<file path="src/rtl/pm_cmd_pkg.sv">
package pm_cmd_pkg;
  localparam int NREG  = 2;
  localparam int SEL_W = $clog2(NREG);
  localparam logic [SEL_W-1:0] SEL_CMD  = 1'b0;
  localparam logic [SEL_W-1:0] SEL_STAT = 1'b1;

  typedef struct packed {
    logic             in_win;
    logic             wr;
    logic             rd;
    logic [SEL_W-1:0] sel;
  } pm_acc_t;
endpackage

</file>
<file path="src/rtl/pm_cmd_decode.sv">
module pm_cmd_decode
  import pm_cmd_pkg::*;
#(
  parameter int              ADDR_W    = 16,
  parameter logic [ADDR_W-1:0] BASE_ADDR = 16'h00B2
) (
  input  logic [ADDR_W-1:0] addr,
  input  logic              wr,
  input  logic              rd,
  output pm_acc_t           acc
);
  localparam logic [ADDR_W-2:0] WIN_TAG = BASE_ADDR[ADDR_W-1:1];

  logic in_win;
  assign in_win = (addr[ADDR_W-1:1] == WIN_TAG);

  always_comb begin
    acc.in_win = in_win;
    acc.wr     = in_win & wr;
    acc.rd     = in_win & rd;
    acc.sel    = addr[SEL_W-1:0];
  end
endmodule

</file>
<file path="src/rtl/pm_cmd_regs.sv">
module pm_cmd_regs
  import pm_cmd_pkg::*;
#(
  parameter int DATA_W = 8
) (
  input  logic                         clk,
  input  logic                         rst,
  input  logic                         wr_en,
  input  logic [SEL_W-1:0]             wr_sel,
  input  logic [DATA_W-1:0]            wdata,
  output logic [NREG-1:0][DATA_W-1:0]  regs_q,
  output logic                         evt_q,
  output logic [DATA_W-1:0]            evt_data_q
);
  for (genvar i = 0; i < NREG; i++) begin : g_reg
    always_ff @(posedge clk) begin
      if (rst)
        regs_q[i] <= '0;
      else if (wr_en && (wr_sel == SEL_W'(i)))
        regs_q[i] <= wdata;
    end
  end

  logic cmd_wr;
  assign cmd_wr = wr_en && (wr_sel == SEL_CMD);

  always_ff @(posedge clk) begin
    if (rst) begin
      evt_q      <= 1'b0;
      evt_data_q <= '0;
    end else begin
      evt_q <= cmd_wr;
      if (cmd_wr)
        evt_data_q <= wdata;
    end
  end
endmodule

</file>
<file path="src/rtl/pm_cmd_rdport.sv">
module pm_cmd_rdport
  import pm_cmd_pkg::*;
#(
  parameter int DATA_W = 8
) (
  input  logic                         clk,
  input  logic                         rst,
  input  logic                         rd_en,
  input  logic [SEL_W-1:0]             rd_sel,
  input  logic                         claim,
  input  logic [NREG-1:0][DATA_W-1:0]  regs_q,
  output logic [DATA_W-1:0]            rdata_q,
  output logic                         rvalid_q,
  output logic                         hit_q
);
  always_ff @(posedge clk) begin
    if (rst) begin
      rdata_q  <= '0;
      rvalid_q <= 1'b0;
      hit_q    <= 1'b0;
    end else begin
      rvalid_q <= rd_en;
      rdata_q  <= rd_en ? regs_q[rd_sel] : '0;
      hit_q    <= claim;
    end
  end
endmodule

</file>
<file path="src/rtl/pm_cmd_port.sv">
module pm_cmd_port
  import pm_cmd_pkg::*;
#(
  parameter int                ADDR_W    = 16,
  parameter int                DATA_W    = 8,
  parameter logic [ADDR_W-1:0] BASE_ADDR = 16'h00B2
) (
  input  logic              clk,
  input  logic              rst,
  input  logic [ADDR_W-1:0] io_addr,
  input  logic              io_wr,
  input  logic              io_rd,
  input  logic [DATA_W-1:0] io_wdata,
  output logic [DATA_W-1:0] io_rdata,
  output logic              io_rvalid,
  output logic              io_hit,
  output logic              cmd_evt,
  output logic [DATA_W-1:0] cmd_evt_data
);
  pm_acc_t                     acc;
  logic [NREG-1:0][DATA_W-1:0] regs_q;
  logic                        claim;

  assign claim = acc.in_win & (io_wr | io_rd);

  pm_cmd_decode #(.ADDR_W(ADDR_W), .BASE_ADDR(BASE_ADDR)) u_dec (
    .addr (io_addr),
    .wr   (io_wr),
    .rd   (io_rd),
    .acc  (acc)
  );

  pm_cmd_regs #(.DATA_W(DATA_W)) u_regs (
    .clk        (clk),
    .rst        (rst),
    .wr_en      (acc.wr),
    .wr_sel     (acc.sel),
    .wdata      (io_wdata),
    .regs_q     (regs_q),
    .evt_q      (cmd_evt),
    .evt_data_q (cmd_evt_data)
  );

  pm_cmd_rdport #(.DATA_W(DATA_W)) u_rd (
    .clk      (clk),
    .rst      (rst),
    .rd_en    (acc.rd),
    .rd_sel   (acc.sel),
    .claim    (claim),
    .regs_q   (regs_q),
    .rdata_q  (io_rdata),
    .rvalid_q (io_rvalid),
    .hit_q    (io_hit)
  );
endmodule

</file>
<file path="config.mk">
export PLATFORM = sky130hd
export DESIGN_NAME = pm_cmd_port
export DESIGN_NICKNAME = d
export VERILOG_FILES = /design/src/rtl/pm_cmd_pkg.sv /design/src/rtl/pm_cmd_decode.sv /design/src/rtl/pm_cmd_regs.sv /design/src/rtl/pm_cmd_rdport.sv /design/src/rtl/pm_cmd_port.sv
export SDC_FILE = /design/constraint.sdc
export NUM_CORES = 1
export LEC_CHECK = 0
export CELL_PAD_IN_SITES_DETAIL_PLACEMENT = 0
export CELL_PAD_IN_SITES_GLOBAL_PLACEMENT = 1
export CORE_MARGIN = 2
export CORE_UTILIZATION = 46
export CTS_CLUSTER_SIZE = 14
export DETAILED_ROUTE_END_ITERATION = 10
export DONT_BUFFER_PORTS = 1
export HOLD_SLACK_MARGIN = 0.02
export PLACE_DENSITY_LB_ADDON = 0.08
export SLEW_MARGIN = 30
export SYNTH_ARGS = -nofsm -noshare
export SYNTH_HDL_FRONTEND = slang
export SYNTH_SLANG_ARGS = --single-unit
</file>
<file path="constraint.sdc">
create_clock -name clk -period 5.3 [get_ports clk]
set_input_delay 0.795 -clock clk [delete_from_list [all_inputs] [get_ports clk]]
set_output_delay 0.795 -clock clk [all_outputs]
set_load 0.1 [all_outputs]
</file>
==> results of run 1 <==
-- metal layers --
layer	routed length, um	GRT usage, %	vias up
met5	0	0	-
met1	1015	24.66	358
li1	-	-	406
met2	1043	28.81	22
met3	142	5.085	4
met4	36	8.974	0
-- through the flow --
step / setup slack, ns / std cells / total power, mW
floorplan: 2.660 / 124 / 0.2170
global placement: 2.241 / 136 / 0.2152
detailed placement: 2.229 / 136 / 0.2153
CTS: 2.577 / 140 / 0.3065
global route: 2.494 / 140 / 0.3154
finish: 2.592 / 140 / 0.3042
-- Yosys cell counts --
cell type	count	share of area (%)
sky130_fd_sc_hd__dfxtp_1	27	48
sky130_fd_sc_hd__a21oi_1	16	7.1
sky130_fd_sc_hd__nand3_1	16	7.1
sky130_fd_sc_hd__o21ai_0	16	7.1
sky130_fd_sc_hd__buf_4	8	5.3
sky130_fd_sc_hd__mux2i_1	8	7.1
sky130_fd_sc_hd__nor2_2	8	4.4
sky130_fd_sc_hd__clkbuf_1	6	2.0
sky130_fd_sc_hd__or3_1	2	1.1
sky130_fd_sc_hd__and2_1	1	0.56
sky130_fd_sc_hd__buf_1	1	0.33
sky130_fd_sc_hd__buf_2	1	0.44
sky130_fd_sc_hd__buf_6	1	1.0
sky130_fd_sc_hd__inv_1	1	0.33
sky130_fd_sc_hd__nand2_1	1	0.33
sky130_fd_sc_hd__nand2b_1	1	0.56
sky130_fd_sc_hd__nand4b_1	1	0.78
sky130_fd_sc_hd__nor2_1	1	0.33
sky130_fd_sc_hd__nor2b_1	1	0.56
sky130_fd_sc_hd__nor3_1	1	0.44
sky130_fd_sc_hd__nor4_1	1	0.56
sky130_fd_sc_hd__nor4_2	1	1.1
sky130_fd_sc_hd__or3b_1	1	0.78
sky130_fd_sc_hd__or4_1	1	0.67
sky130_fd_sc_hd__or4_4	1	1.0
sky130_fd_sc_hd__or4b_1	1	0.89
-- report_power, final --
group	internal, mW	switching (mW)	leakage (nW)
Combinational	0.00308	0.00453	0.109
Sequential	0.203	0.00000658	0.217
Clock	0.0289	0.0646	0.0139
-- sequential cells by signal, indices dropped and copies added, names as in the netlist --
signal             cells
u_rd.rdata_q           8
u_regs.evt_q           1
u_regs.regs_q          8
u_rd.hit_q             1
u_regs.evt_data_q      8
u_rd.rvalid_q          1
-- cell families after synthesis --
kind of cell,after synthesis
simple gates,39
buf+inv,18
flops,27
compound gates,32
mux,8
-- worst max-delay path, cell delays in order --
cell and delay (ns):
sky130_fd_sc_hd__or4b_1 0.57, sky130_fd_sc_hd__or4_1 0.76, sky130_fd_sc_hd__or3b_1 0.67, sky130_fd_sc_hd__nor2_2 0.18
-- final cells by class --
cell class	count	area share [%]
clock inverter	1	0.6849
inverter	1	0.3425
sequential	27	49.32
tap	28	3.196
clock buffer	3	2.055
multi-input combinational	79	43.72
timing repair buffer	1	0.6849
-- how the worst max path moves through the flow --
| stage | startpoint | slack [ns] | endpoint |
|---|---|---|---|
| 2_1_floorplan | io_addr[11] | 2.66 | u_rd.rdata_q[0] |
| 3_3_place_gp | io_addr[11] | 2.24 | u_rd.rdata_q[0] |
| 3_5_place_dp | io_addr[2] | 2.23 | u_rd.rdata_q[3] |
| 4_1_cts | io_addr[2] | 2.58 | u_rd.rdata_q[0] |
| 5_1_grt | io_addr[2] | 2.49 | u_rd.rdata_q[0] |
| 6_report | io_addr[2] | 2.59 | u_rd.rdata_q[0] |
==> report_table.html, run 1 <==
<table>
<tr><th>Metric</th><th>Value</th></tr>
<tr><th colspan="2">Detailed routing</th></tr>
<tr><td>Iteration-0 DRC Markers</td><td>5</td></tr>
<tr><td>Aggregate routed wire length</td><td>2237 um</td></tr>
<tr><td>Post-DR wirelength/cell</td><td>15.98 um</td></tr>
<tr><td>Post-detailed-route DRC marker count</td><td>0</td></tr>
<tr><td>Vias per cell</td><td>5.643</td></tr>
<tr><td>Pre-antenna DRT Iters</td><td>4</td></tr>
<tr><td>Residual antenna-violating net count after detailed routing</td><td>0</td></tr>
<tr><td>Overall via count from detail_route</td><td>790</td></tr>
<tr><th colspan="2">Clock network</th></tr>
<tr><td>Clock latency at the later pin of the worst-skew pair</td><td>0.32 ns</td></tr>
<tr><td>CTS root buffer</td><td>sky130_fd_sc_hd__clkbuf_4</td></tr>
<tr><td>Number of clock buffers inserted by TritonCTS</td><td>3</td></tr>
<tr><td>Clock input transition at the sequential cells of the worst setup and hold paths</td><td>0.16 ns</td></tr>
<tr><td>CTS sink count</td><td>27</td></tr>
<tr><td>Total of hold buffers inserted after clock tree synthesis</td><td>0</td></tr>
<tr><td>Number of cells upsized or downsized after cts</td><td>0</td></tr>
<tr><td>Clock tree from TritonCTS</td><td>yes</td></tr>
<tr><td>Htree depth</td><td>1</td></tr>
<tr><td>Post-CTS Setup Repair Bufs</td><td>0</td></tr>
<tr><td>Maximum root-to-sink buffer count</td><td>2</td></tr>
<tr><th colspan="2">Floorplan</th></tr>
<tr><td>Floorplan die area</td><td>0.002860 mm2</td></tr>
<tr><td>Total number of placement rows</td><td>17</td></tr>
<tr><td>IO Pins</td><td>47</td></tr>
<tr><td>Starting Density</td><td>49.94%</td></tr>
<tr><td>Die X-Extent</td><td>53.48 um</td></tr>
<tr><td>Placeable core region</td><td>0.002255 mm2</td></tr>
<tr><td>Die height</td><td>53.48 um</td></tr>
<tr><th colspan="2">Synthesis</th></tr>
<tr><td>Unique masters post-synth</td><td>26</td></tr>
<tr><td>Main combinational cell family by area after synthesis</td><td>simple AND/OR/NAND/NOR gates</td></tr>
<tr><td>Post-synthesis sequential element count</td><td>27</td></tr>
<tr><td>Simple-gate area share of the yosys netlist</td><td>21.22%</td></tr>
<tr><td>Post-synthesis net count</td><td>152</td></tr>
<tr><td>Seq/Total Area, Yosys</td><td>48.00%</td></tr>
<tr><td>Post-synthesis compound-gate area fraction</td><td>14.22%</td></tr>
<tr><td>Xor/xnor cell area share of the yosys netlist</td><td>0%</td></tr>
<tr><td>Mean area per synthesized cell</td><td>9.081 um2</td></tr>
<tr><td>Cells after Synth</td><td>124</td></tr>
<tr><td>Multiplexer share of the synthesized area</td><td>7.111%</td></tr>
<tr><td>Share of synthesized cell area in full adder, half adder and majority cells</td><td>0%</td></tr>
<tr><td>Number of warnings issued by yosys</td><td>0</td></tr>
<tr><td>Cell area after technology mapping</td><td>0.001126 mm2</td></tr>
<tr><th colspan="2">Timing</th></tr>
<tr><td>Minimum clock period after layout</td><td>2.708 ns</td></tr>
<tr><td>Final worst hold slack</td><td>0.4822 ns</td></tr>
<tr><td>Final Skew</td><td>0.0005535 ns</td></tr>
<tr><td>Total Neg Setup Slack</td><td>0 ns</td></tr>
<tr><td>Pin slew with the least headroom to its limit</td><td>0.9920 ns</td></tr>
<tr><td>Peak clock frequency supported by timing</td><td>369.2 MHz</td></tr>
<tr><td>Unrepaired setup endpoints after global routing</td><td>no</td></tr>
<tr><td>Part of the cycle the worst path needs</td><td>51.10%</td></tr>
<tr><td>Number of hold violations in the final report</td><td>0</td></tr>
<tr><td>Relative slew slack</td><td>33.77%</td></tr>
<tr><td>Max-slew violation total from the final report</td><td>0</td></tr>
<tr><td>Final setup violation count</td><td>0</td></tr>
<tr><th colspan="2">Final layout</th></tr>
<tr><td>Combined flip-flop and latch cell area</td><td>540.5 um2</td></tr>
<tr><td>Highest-count cells in the layout ignoring fill and taps</td><td>27 x sky130_fd_sc_hd__dfxtp_1, 16 x sky130_fd_sc_hd__o21ai_0, 16 x sky130_fd_sc_hd__nand3_1, 16 x sky130_fd_sc_hd__a21oi_1</td></tr>
<tr><td>Cell area after layout</td><td>0.001096 mm2</td></tr>
<tr><td>Most common library cell in the layout ignoring fill and taps</td><td>sky130_fd_sc_hd__dfxtp_1</td></tr>
<tr><td>Total area of multi-input combinational cells</td><td>479.2 um2</td></tr>
<tr><td>Layout overhead on the synthesized area</td><td>-2.667%</td></tr>
<tr><td>Filler cell count</td><td>254</td></tr>
<tr><td>Number of antenna diodes</td><td>0</td></tr>
<tr><td>Ratio of cells with drive above 1 in the final layout</td><td>13.39%</td></tr>
<tr><td>Nets@finish</td><td>141</td></tr>
<tr><td>Final core utilization</td><td>48.61%</td></tr>
<tr><th colspan="2">Power and ir drop</th></tr>
<tr><td>Maximum vdd drop</td><td>0.1762 mV</td></tr>
<tr><td>P_leak</td><td>0.3405 nW</td></tr>
<tr><td>PD cells</td><td>277.5 mW/mm2</td></tr>
<tr><th colspan="2">Global routing</th></tr>
<tr><td>Pin count of the biggest net entering global routing</td><td>20</td></tr>
<tr><td>Number of global-route vias before repair</td><td>774</td></tr>
<tr><td>Global-route wire length before repair</td><td>3822 um</td></tr>
<tr><td>Final global-route overflow total</td><td>0</td></tr>
<tr><td>All-layer global routing usage</td><td>18.99%</td></tr>
<tr><td>Antenna violations before repair</td><td>0</td></tr>
<tr><th colspan="2">Place</th></tr>
<tr><td>Total cell area at the placement stage</td><td>0.001066 mm2</td></tr>
<tr><td>Post-DP HPWL</td><td>1534 um</td></tr>
<tr><td>Number of I/O port buffers</td><td>0</td></tr>
<tr><td>Routability cong.</td><td>0.7018</td></tr>
<tr><th colspan="2">Setup path</th></tr>
<tr><td>Worst Reg-to-Reg Cells</td><td>2</td></tr>
<tr><td>Crit path capture type</td><td>flip-flop</td></tr>
<tr><td>Top fanout value on the critical path</td><td>18</td></tr>
<tr><td>Worst r2r src</td><td>u_regs.evt_data_q[2]</td></tr>
<tr><td>Critical Setup Path Class</td><td>in2reg</td></tr>
<tr><td>Setup slack, reg-to-reg</td><td>3.84 ns</td></tr>
<tr><td>Worst EP arrival</td><td>2.98 ns</td></tr>
<tr><td>Required time reported for the critical path endpoint</td><td>5.58 ns</td></tr>
<tr><td>Critical Path Source Type</td><td>input port</td></tr>
<tr><td>Worst reg2reg endpoint</td><td>u_regs.evt_data_q[2]</td></tr>
<tr><th colspan="2">Hold path</th></tr>
<tr><td>Class of the tightest hold or removal check</td><td>reg2reg</td></tr>
<tr><td>Worst min-delay path endpoint</td><td>u_regs.regs_q[13]</td></tr>
<tr><td>Hold Path Origin</td><td>u_regs.regs_q[13]</td></tr>
<tr><td>Hold path cells</td><td>2</td></tr>
<tr><th colspan="2">Status</th></tr>
<tr><td>Status</td><td>complete, no violations</td></tr>
<tr><th colspan="2">Flow run</th></tr>
<tr><td>Max-cap violations</td><td>0</td></tr>
</table>
No activity file was read; power rests on OpenSTA's default activity.
==> inputs of run 2 (changes only) <==
CORE_UTILIZATION = 43   (was 46)
clock period = 2.6 ns   (was 5.3 ns; I/O delays follow)
==> report_table.html, run 2 (synthesis gave the netlist of run 1 again) <==
<table>
<tr><th>Metric</th><th>Value</th></tr>
<tr><th colspan="2">Floorplan</th></tr>
<tr><td>Placeable core region</td><td>0.002477 mm2 (+9.9%)</td></tr>
<tr><td>Starting Density</td><td>45.45% (-4.5 points)</td></tr>
<tr><td>Die height</td><td>55.18 um (+3.2%)</td></tr>
<tr><td>IO Pins</td><td>47 (unchanged)</td></tr>
<tr><td>Die X-Extent</td><td>55.18 um (+3.2%)</td></tr>
<tr><td>Floorplan die area</td><td>0.003044 mm2 (+6.5%)</td></tr>
<tr><td>Total number of placement rows</td><td>18 (+1)</td></tr>
<tr><th colspan="2">Timing</th></tr>
<tr><td>Pin slew with the least headroom to its limit</td><td>0.9910 ns (-0.001070 ns)</td></tr>
<tr><td>Unrepaired setup endpoints after global routing</td><td>no</td></tr>
<tr><td>Final Skew</td><td>0.001880 ns (+0.001326 ns)</td></tr>
<tr><td>Total Neg Setup Slack</td><td>0 ns (unchanged)</td></tr>
<tr><td>Relative slew slack</td><td>33.85% (+0.071 points)</td></tr>
<tr><td>Number of hold violations in the final report</td><td>0 (unchanged)</td></tr>
<tr><td>Minimum clock period after layout</td><td>1.975 ns</td></tr>
<tr><td>Final setup violation count</td><td>0 (unchanged)</td></tr>
<tr><td>Final critical-path setup slack</td><td>0.6252 ns (-1.967 ns)</td></tr>
<tr><td>Max-slew violation total from the final report</td><td>0 (unchanged)</td></tr>
<tr><td>Part of the cycle the worst path needs</td><td>75.95%</td></tr>
<tr><td>Peak clock frequency supported by timing</td><td>506.4 MHz</td></tr>
<tr><th colspan="2">Global routing</th></tr>
<tr><td>Number of global-route vias before repair</td><td>742 (-4.1%)</td></tr>
<tr><td>Antenna violations before repair</td><td>0 (unchanged)</td></tr>
<tr><td>Final global-route overflow total</td><td>0 (unchanged)</td></tr>
<tr><td>Global-route wire length before repair</td><td>3643 um (-4.7%)</td></tr>
<tr><td>All-layer global routing usage</td><td>17.73% (-1.3 points)</td></tr>
<tr><td>Pin count of the biggest net entering global routing</td><td>20 (unchanged)</td></tr>
<tr><th colspan="2">Hold path</th></tr>
<tr><td>Class of the tightest hold or removal check</td><td>in2reg</td></tr>
<tr><td>Worst min-delay path endpoint</td><td>u_regs.evt_data_q[7]</td></tr>
<tr><td>Hold Path Origin</td><td>rst</td></tr>
<tr><td>Hold path cells</td><td>1 (-1)</td></tr>
<tr><th colspan="2">Place</th></tr>
<tr><td>Number of I/O port buffers</td><td>0 (unchanged)</td></tr>
<tr><td>Post-Place Worst Slack</td><td>0.2765 ns (-1.952 ns)</td></tr>
<tr><td>Routability cong.</td><td>0.6894 (-1.8%)</td></tr>
<tr><td>Post-DP HPWL</td><td>1584 um (+3.3%)</td></tr>
<tr><th colspan="2">Clock network</th></tr>
<tr><td>CTS root buffer</td><td>sky130_fd_sc_hd__clkbuf_4</td></tr>
<tr><td>Post-CTS Setup Repair Bufs</td><td>0 (unchanged)</td></tr>
<tr><td>Maximum root-to-sink buffer count</td><td>2 (unchanged)</td></tr>
<tr><td>Total of hold buffers inserted after clock tree synthesis</td><td>0 (unchanged)</td></tr>
<tr><td>Number of cells upsized or downsized after cts</td><td>0 (unchanged)</td></tr>
<tr><td>Clock latency at the later pin of the worst-skew pair</td><td>0.31 ns (about the same)</td></tr>
<tr><td>Htree depth</td><td>1 (unchanged)</td></tr>
<tr><td>Clock tree from TritonCTS</td><td>yes</td></tr>
<tr><td>Number of clock buffers inserted by TritonCTS</td><td>3 (unchanged)</td></tr>
<tr><td>CTS sink count</td><td>27 (unchanged)</td></tr>
<tr><td>Clock input transition at the sequential cells of the worst setup and hold paths</td><td>0.13 ns (-0.03 ns)</td></tr>
<tr><th colspan="2">Setup path</th></tr>
<tr><td>Critical Setup Path Class</td><td>in2reg</td></tr>
<tr><td>Worst r2r src</td><td>u_regs.evt_data_q[2]</td></tr>
<tr><td>Worst Reg-to-Reg Cells</td><td>2 (unchanged)</td></tr>
<tr><td>Critical Path Source Type</td><td>input port</td></tr>
<tr><td>Crit path capture type</td><td>flip-flop</td></tr>
<tr><td>Setup slack, reg-to-reg</td><td>1.15 ns (-2.69 ns)</td></tr>
<tr><td>Top fanout value on the critical path</td><td>9 (-9)</td></tr>
<tr><td>Worst EP arrival</td><td>2.24 ns (-0.74 ns)</td></tr>
<tr><td>Worst reg2reg endpoint</td><td>u_regs.evt_data_q[2]</td></tr>
<tr><td>Required time reported for the critical path endpoint</td><td>2.86 ns (-2.72 ns)</td></tr>
<tr><th colspan="2">Detailed routing</th></tr>
<tr><td>Post-detailed-route DRC marker count</td><td>0 (unchanged)</td></tr>
<tr><td>Pre-antenna DRT Iters</td><td>2 (-2)</td></tr>
<tr><td>Aggregate routed wire length</td><td>2330 um (+4.2%)</td></tr>
<tr><td>Overall via count from detail_route</td><td>832 (+5.3%)</td></tr>
<tr><td>Iteration-0 DRC Markers</td><td>7 (+2)</td></tr>
<tr><td>Post-DR wirelength/cell</td><td>15.96 um (-0.12%)</td></tr>
<tr><td>Residual antenna-violating net count after detailed routing</td><td>0 (unchanged)</td></tr>
<tr><td>Vias per cell</td><td>5.699 (+0.99%)</td></tr>
<tr><th colspan="2">Final layout</th></tr>
<tr><td>Combined flip-flop and latch cell area</td><td>540.5 um2 (unchanged)</td></tr>
<tr><td>Largest registers</td><td>u_rd.rdata_q: 8 flops, u_regs.evt_data_q: 8 flops, u_regs.regs_q: 8 flops</td></tr>
<tr><td>Number of antenna diodes</td><td>0 (unchanged)</td></tr>
<tr><td>Total area of multi-input combinational cells</td><td>479.2 um2 (unchanged)</td></tr>
<tr><td>Ratio of cells with drive above 1 in the final layout</td><td>15.52% (+2.1 points)</td></tr>
<tr><td>Filler cell count</td><td>258 (+1.6%)</td></tr>
<tr><td>Nets@finish</td><td>145 (+2.8%)</td></tr>
<tr><td>Most common library cell in the layout ignoring fill and taps</td><td>sky130_fd_sc_hd__dfxtp_1</td></tr>
<tr><td>Layout overhead on the synthesized area</td><td>-0.1110%</td></tr>
<tr><td>Highest-count cells in the layout ignoring fill and taps</td><td>27 x sky130_fd_sc_hd__dfxtp_1, 16 x sky130_fd_sc_hd__o21ai_0, 16 x sky130_fd_sc_hd__nand3_1, 16 x sky130_fd_sc_hd__a21oi_1</td></tr>
<tr><th colspan="2">Power and ir drop</th></tr>
<tr><td>Maximum vdd drop</td><td>0.2614 mV (+48%)</td></tr>
<tr><td>P_leak</td><td>0.3621 nW (+6.3%)</td></tr>
<tr><td>PD cells</td><td>537.6 mW/mm2 (+94%)</td></tr>
<tr><th colspan="2">Flow run</th></tr>
<tr><td>Max-cap violations</td><td>0 (unchanged)</td></tr>
<tr><th colspan="2">Status</th></tr>
<tr><td>Status</td><td>complete, no violations</td></tr>
</table>
## run 2: changes by cell type in the layout (fill, tap and decap cells not counted)
cell,change
sky130_fd_sc_hd__buf_4,+4
sky130_fd_sc_hd__clkbuf_1,+1
sky130_fd_sc_hd__clkinvlp_4,-1
## run 2: through the flow
stage | area (um2) | hold WS [ns] | utilization (%) | instances | power [mW]
final | 1125 | 0.1233 | 45.40 | 146 | 0.6047
after CTS | 1125 | 0.09970 | 45.40 | 146 | 0.6173
after floorplan | 1126 | 0.4493 | - | 124 | 0.4423
after global routing | 1125 | 0.08821 | 45.40 | 146 | 0.6325
after global placement | 1099 | 0.4559 | 44.34 | 142 | 0.4395
after detailed placement | 1099 | 0.4594 | 44.34 | 142 | 0.4396
## run 2: routing by layer
metal	global-route usage [%]	up-vias	wire length [um]
met3	5.914	2	203
met5	0	-	0
met2	28.77	29	1092
met1	21.46	387	1020
met4	7.317	0	13
li1	-	414	-
## run 2: final cells by class
class,count,share of cell area (%)
clock buffers,4,2.336
inverters,1,0.3337
multi-input cells,79,42.60
flip-flops and latches,27,48.05
well taps,30,3.337
repair buffers,5,3.337
## run 2: critical path: stages
cell and delay, ns:
sky130_fd_sc_hd__or4_4 0.53, sky130_fd_sc_hd__or4_1 0.55, sky130_fd_sc_hd__or3b_1 0.60, sky130_fd_sc_hd__nor2_2 0.17
## run 2: how the worst max path moves through the flow
stage | startpoint | to | cells past startpoint
after detailed placement | io_addr[11] | u_rd.rdata_q[7] | 4
final | io_addr[11] | u_rd.rdata_q[7] | 4
after CTS | io_addr[2] | u_rd.rdata_q[7] | 4
after global routing | io_addr[11] | u_rd.rdata_q[3] | 4
after global placement | io_addr[11] | u_rd.rdata_q[1] | 4
after floorplan | io_addr[11] | u_rd.rdata_q[0] | 6
## run 2: power breakdown
part	switching, mW	total, mW	internal (mW)	leakage [nW]
clock network	0.115	0.175	0.0599	0.0150
registers	0.0000106	0.414	0.414	0.217
logic	0.0100	0.0163	0.00627	0.130
==> inputs of run 3 (changes only) <==
clock period = 2 ns   (was 2.6 ns; I/O delays follow)
==> report_table.html, run 3 (synthesis gave the netlist of run 1 again) <==
<table>
<tr><th>Metric</th><th>Value</th></tr>
<tr><th colspan="2">Status</th></tr>
<tr><td>Status</td><td>complete, no violations</td></tr>
<tr><th colspan="2">Floorplan</th></tr>
<tr><td>Starting Density</td><td>45.45% (unchanged)</td></tr>
<tr><td>Die X-Extent</td><td>55.18 um (unchanged)</td></tr>
<tr><td>Die height</td><td>55.18 um (unchanged)</td></tr>
<tr><td>Placeable core region</td><td>0.002477 mm2 (unchanged)</td></tr>
<tr><td>Floorplan die area</td><td>0.003044 mm2 (unchanged)</td></tr>
<tr><td>Total number of placement rows</td><td>18 (unchanged)</td></tr>
<tr><td>IO Pins</td><td>47 (unchanged)</td></tr>
<tr><th colspan="2">Global routing</th></tr>
<tr><td>All-layer global routing usage</td><td>19.42% (+1.7 points)</td></tr>
<tr><td>Antenna violations before repair</td><td>0 (unchanged)</td></tr>
<tr><td>Global-route wire length before repair</td><td>4105 um (+13%)</td></tr>
<tr><td>Pin count of the biggest net entering global routing</td><td>18 (-10%)</td></tr>
<tr><td>Number of global-route vias before repair</td><td>853 (+15%)</td></tr>
<tr><td>Final global-route overflow total</td><td>0 (unchanged)</td></tr>
<tr><th colspan="2">Clock network</th></tr>
<tr><td>Number of clock buffers inserted by TritonCTS</td><td>3 (unchanged)</td></tr>
<tr><td>CTS sink count</td><td>27 (unchanged)</td></tr>
<tr><td>Total of hold buffers inserted after clock tree synthesis</td><td>2 (+2)</td></tr>
<tr><td>CTS root buffer</td><td>sky130_fd_sc_hd__clkbuf_4</td></tr>
<tr><td>Clock input transition at the sequential cells of the worst setup and hold paths</td><td>0.15 ns (+0.02 ns)</td></tr>
<tr><td>Maximum root-to-sink buffer count</td><td>2 (unchanged)</td></tr>
<tr><td>Clock tree from TritonCTS</td><td>yes</td></tr>
<tr><td>Clock latency at the later pin of the worst-skew pair</td><td>0.32 ns (about the same)</td></tr>
<tr><td>Post-CTS Setup Repair Bufs</td><td>0 (unchanged)</td></tr>
<tr><td>Number of cells upsized or downsized after cts</td><td>0 (unchanged)</td></tr>
<tr><td>Htree depth</td><td>1 (unchanged)</td></tr>
<tr><th colspan="2">Final layout</th></tr>
<tr><td>Highest-count cells in the layout ignoring fill and taps</td><td>27 x sky130_fd_sc_hd__dfxtp_1, 25 x sky130_fd_sc_hd__buf_4, 16 x sky130_fd_sc_hd__o21ai_0, 16 x sky130_fd_sc_hd__nand3_1, 16 x sky130_fd_sc_hd__a21oi_1</td></tr>
<tr><td>Layout overhead on the synthesized area</td><td>16.67%</td></tr>
<tr><td>Non-filler instance count after layout</td><td>169 (+16%)</td></tr>
<tr><td>Largest registers</td><td>u_rd.rdata_q: 8 flops, u_regs.evt_data_q: 8 flops, u_regs.regs_q: 8 flops</td></tr>
<tr><td>Most common library cell in the layout ignoring fill and taps</td><td>sky130_fd_sc_hd__dfxtp_1</td></tr>
<tr><td>Ratio of cells with drive above 1 in the final layout</td><td>29.50% (+14 points)</td></tr>
<tr><td>Number of antenna diodes</td><td>0 (unchanged)</td></tr>
<tr><td>Nets@finish</td><td>168 (+16%)</td></tr>
<tr><th colspan="2">Timing</th></tr>
<tr><td>Peak clock frequency supported by timing</td><td>577.2 MHz</td></tr>
<tr><td>Part of the cycle the worst path needs</td><td>86.63%</td></tr>
<tr><td>Pin slew with the least headroom to its limit</td><td>0.6513 ns (-0.3396 ns)</td></tr>
<tr><td>Final Skew</td><td>0.003073 ns (+0.001193 ns)</td></tr>
<tr><td>Final critical-path setup slack</td><td>0.2674 ns (-0.3579 ns)</td></tr>
<tr><td>Number of hold violations in the final report</td><td>0 (unchanged)</td></tr>
<tr><td>Minimum clock period after layout</td><td>1.733 ns</td></tr>
<tr><td>Unrepaired setup endpoints after global routing</td><td>no</td></tr>
<tr><td>Final setup violation count</td><td>0 (unchanged)</td></tr>
<tr><td>Relative slew slack</td><td>56.43% (+23 points)</td></tr>
<tr><td>Max-slew violation total from the final report</td><td>0 (unchanged)</td></tr>
<tr><th colspan="2">Hold path</th></tr>
<tr><td>Class of the tightest hold or removal check</td><td>in2reg</td></tr>
<tr><th colspan="2">Setup path</th></tr>
<tr><td>Worst reg2reg endpoint</td><td>u_regs.evt_data_q[6]</td></tr>
<tr><td>Critical path launch point</td><td>io_addr[15]</td></tr>
<tr><td>Worst r2r src</td><td>u_regs.evt_data_q[6]</td></tr>
<tr><td>Critical Setup Path Class</td><td>in2reg</td></tr>
<tr><td>Required time reported for the critical path endpoint</td><td>2.28 ns (-0.58 ns)</td></tr>
<tr><td>Worst Reg-to-Reg Cells</td><td>3 (+1)</td></tr>
<tr><td>Capture point of the worst path</td><td>u_rd.rdata_q[3]</td></tr>
<tr><td>Worst EP arrival</td><td>2.01 ns (-0.23 ns)</td></tr>
<tr><td>Top fanout value on the critical path</td><td>9 (unchanged)</td></tr>
<tr><td>Critical Path Source Type</td><td>input port</td></tr>
<tr><td>Setup slack, reg-to-reg</td><td>1.03 ns (-0.12 ns)</td></tr>
<tr><td>Crit path capture type</td><td>flip-flop</td></tr>
<tr><th colspan="2">Detailed routing</th></tr>
<tr><td>Residual antenna-violating net count after detailed routing</td><td>0 (unchanged)</td></tr>
<tr><td>Post-detailed-route DRC marker count</td><td>0 (unchanged)</td></tr>
<tr><td>Post-DR wirelength/cell</td><td>15.42 um (-3.4%)</td></tr>
<tr><td>Aggregate routed wire length</td><td>2606 um (+12%)</td></tr>
<tr><td>Vias per cell</td><td>5.254 (-7.8%)</td></tr>
<tr><td>Overall via count from detail_route</td><td>888 (+6.7%)</td></tr>
<tr><td>Iteration-0 DRC Markers</td><td>8 (+1)</td></tr>
<tr><td>Pre-antenna DRT Iters</td><td>4 (+2)</td></tr>
<tr><th colspan="2">Place</th></tr>
<tr><td>Routability cong.</td><td>0.7125 (+3.4%)</td></tr>
<tr><td>Post-Place Worst Slack</td><td>-0.07849 ns (-0.3550 ns)</td></tr>
<tr><td>Placed Cells</td><td>162 (+14%)</td></tr>
<tr><td>Post-DP HPWL</td><td>1766 um (+12%)</td></tr>
<tr><td>Number of I/O port buffers</td><td>0 (unchanged)</td></tr>
<tr><th colspan="2">Power and ir drop</th></tr>
<tr><td>PD cells</td><td>617.6 mW/mm2 (+15%)</td></tr>
<tr><td>P_leak</td><td>0.4857 nW (+34%)</td></tr>
<tr><td>Maximum vdd drop</td><td>0.4500 mV (+72%)</td></tr>
<tr><th colspan="2">Flow run</th></tr>
<tr><td>Max-cap violations</td><td>0 (unchanged)</td></tr>
</table>
run 3: worst min path at each step:
stage / from / endpoint / slack [ns] / cells after the start
6_report: io_wdata[6] / u_regs.regs_q[14] / 0.10 / 2
4_1_cts: rst / u_regs.evt_q / 0.02 / 1
3_3_place_gp: rst / u_regs.regs_q[15] / 0.37 / 1
5_1_grt: io_wdata[6] / u_regs.regs_q[14] / 0.08 / 2
2_1_floorplan: u_regs.regs_q[10] / u_regs.regs_q[10] / 0.45 / 2
3_5_place_dp: rst / u_regs.evt_data_q[7] / 0.37 / 1
run 3: per-layer routing:
metal	part of all wire [%]	GRT usage [%]	vias up
met2	50	32.14	21
met1	43	24.46	406
met5	0	0	-
met3	6.4	4.570	2
li1	-	-	459
met4	0.46	7.317	0
run 3: layout make-up:
class                   count  area, um2
clock buffers               3      22.52
clock inverters             1      5.005
fillers                   251       1164
inverters                   1      3.754
multi-input cells          79      486.7
flip-flops and latches     27      540.5
well taps                  30      37.54
repair buffers             28      217.7
run 3: worst max-delay path, cell delays in order:
cell and delay, ns:
sky130_fd_sc_hd__or4_4 0.53, sky130_fd_sc_hd__or4_4 0.52, sky130_fd_sc_hd__or3b_1 0.37, sky130_fd_sc_hd__buf_4 0.19, sky130_fd_sc_hd__nor2_2 0.08
run 3: power breakdown:
| group | switching (mW) | internal [mW] | total (mW) |
|---|---|---|---|
| logic | 0.0198 | 0.0153 | 0.0351 |
| registers | 0.00000132 | 0.538 | 0.538 |
| clock network | 0.163 | 0.0750 | 0.238 |
| total | 0.183 | 0.628 | 0.811 |
run 3: metrics by stage:
stage	utilization [%]	setup TNS (ns)	power (mW)	cell area (um2)	hold WS [ns]
2_1_floorplan	-	-1.173	0.5757	1140	0.4493
3_3_place_gp	50.71	-0.5301	0.5750	1256	0.3717
3_5_place_dp	50.71	-0.6491	0.5752	1256	0.3728
4_1_cts	52.63	0	0.8169	1304	0.02069
5_1_grt	53.03	0	0.8429	1314	0.08140
6_report	53.03	0	0.8114	1314	0.1018
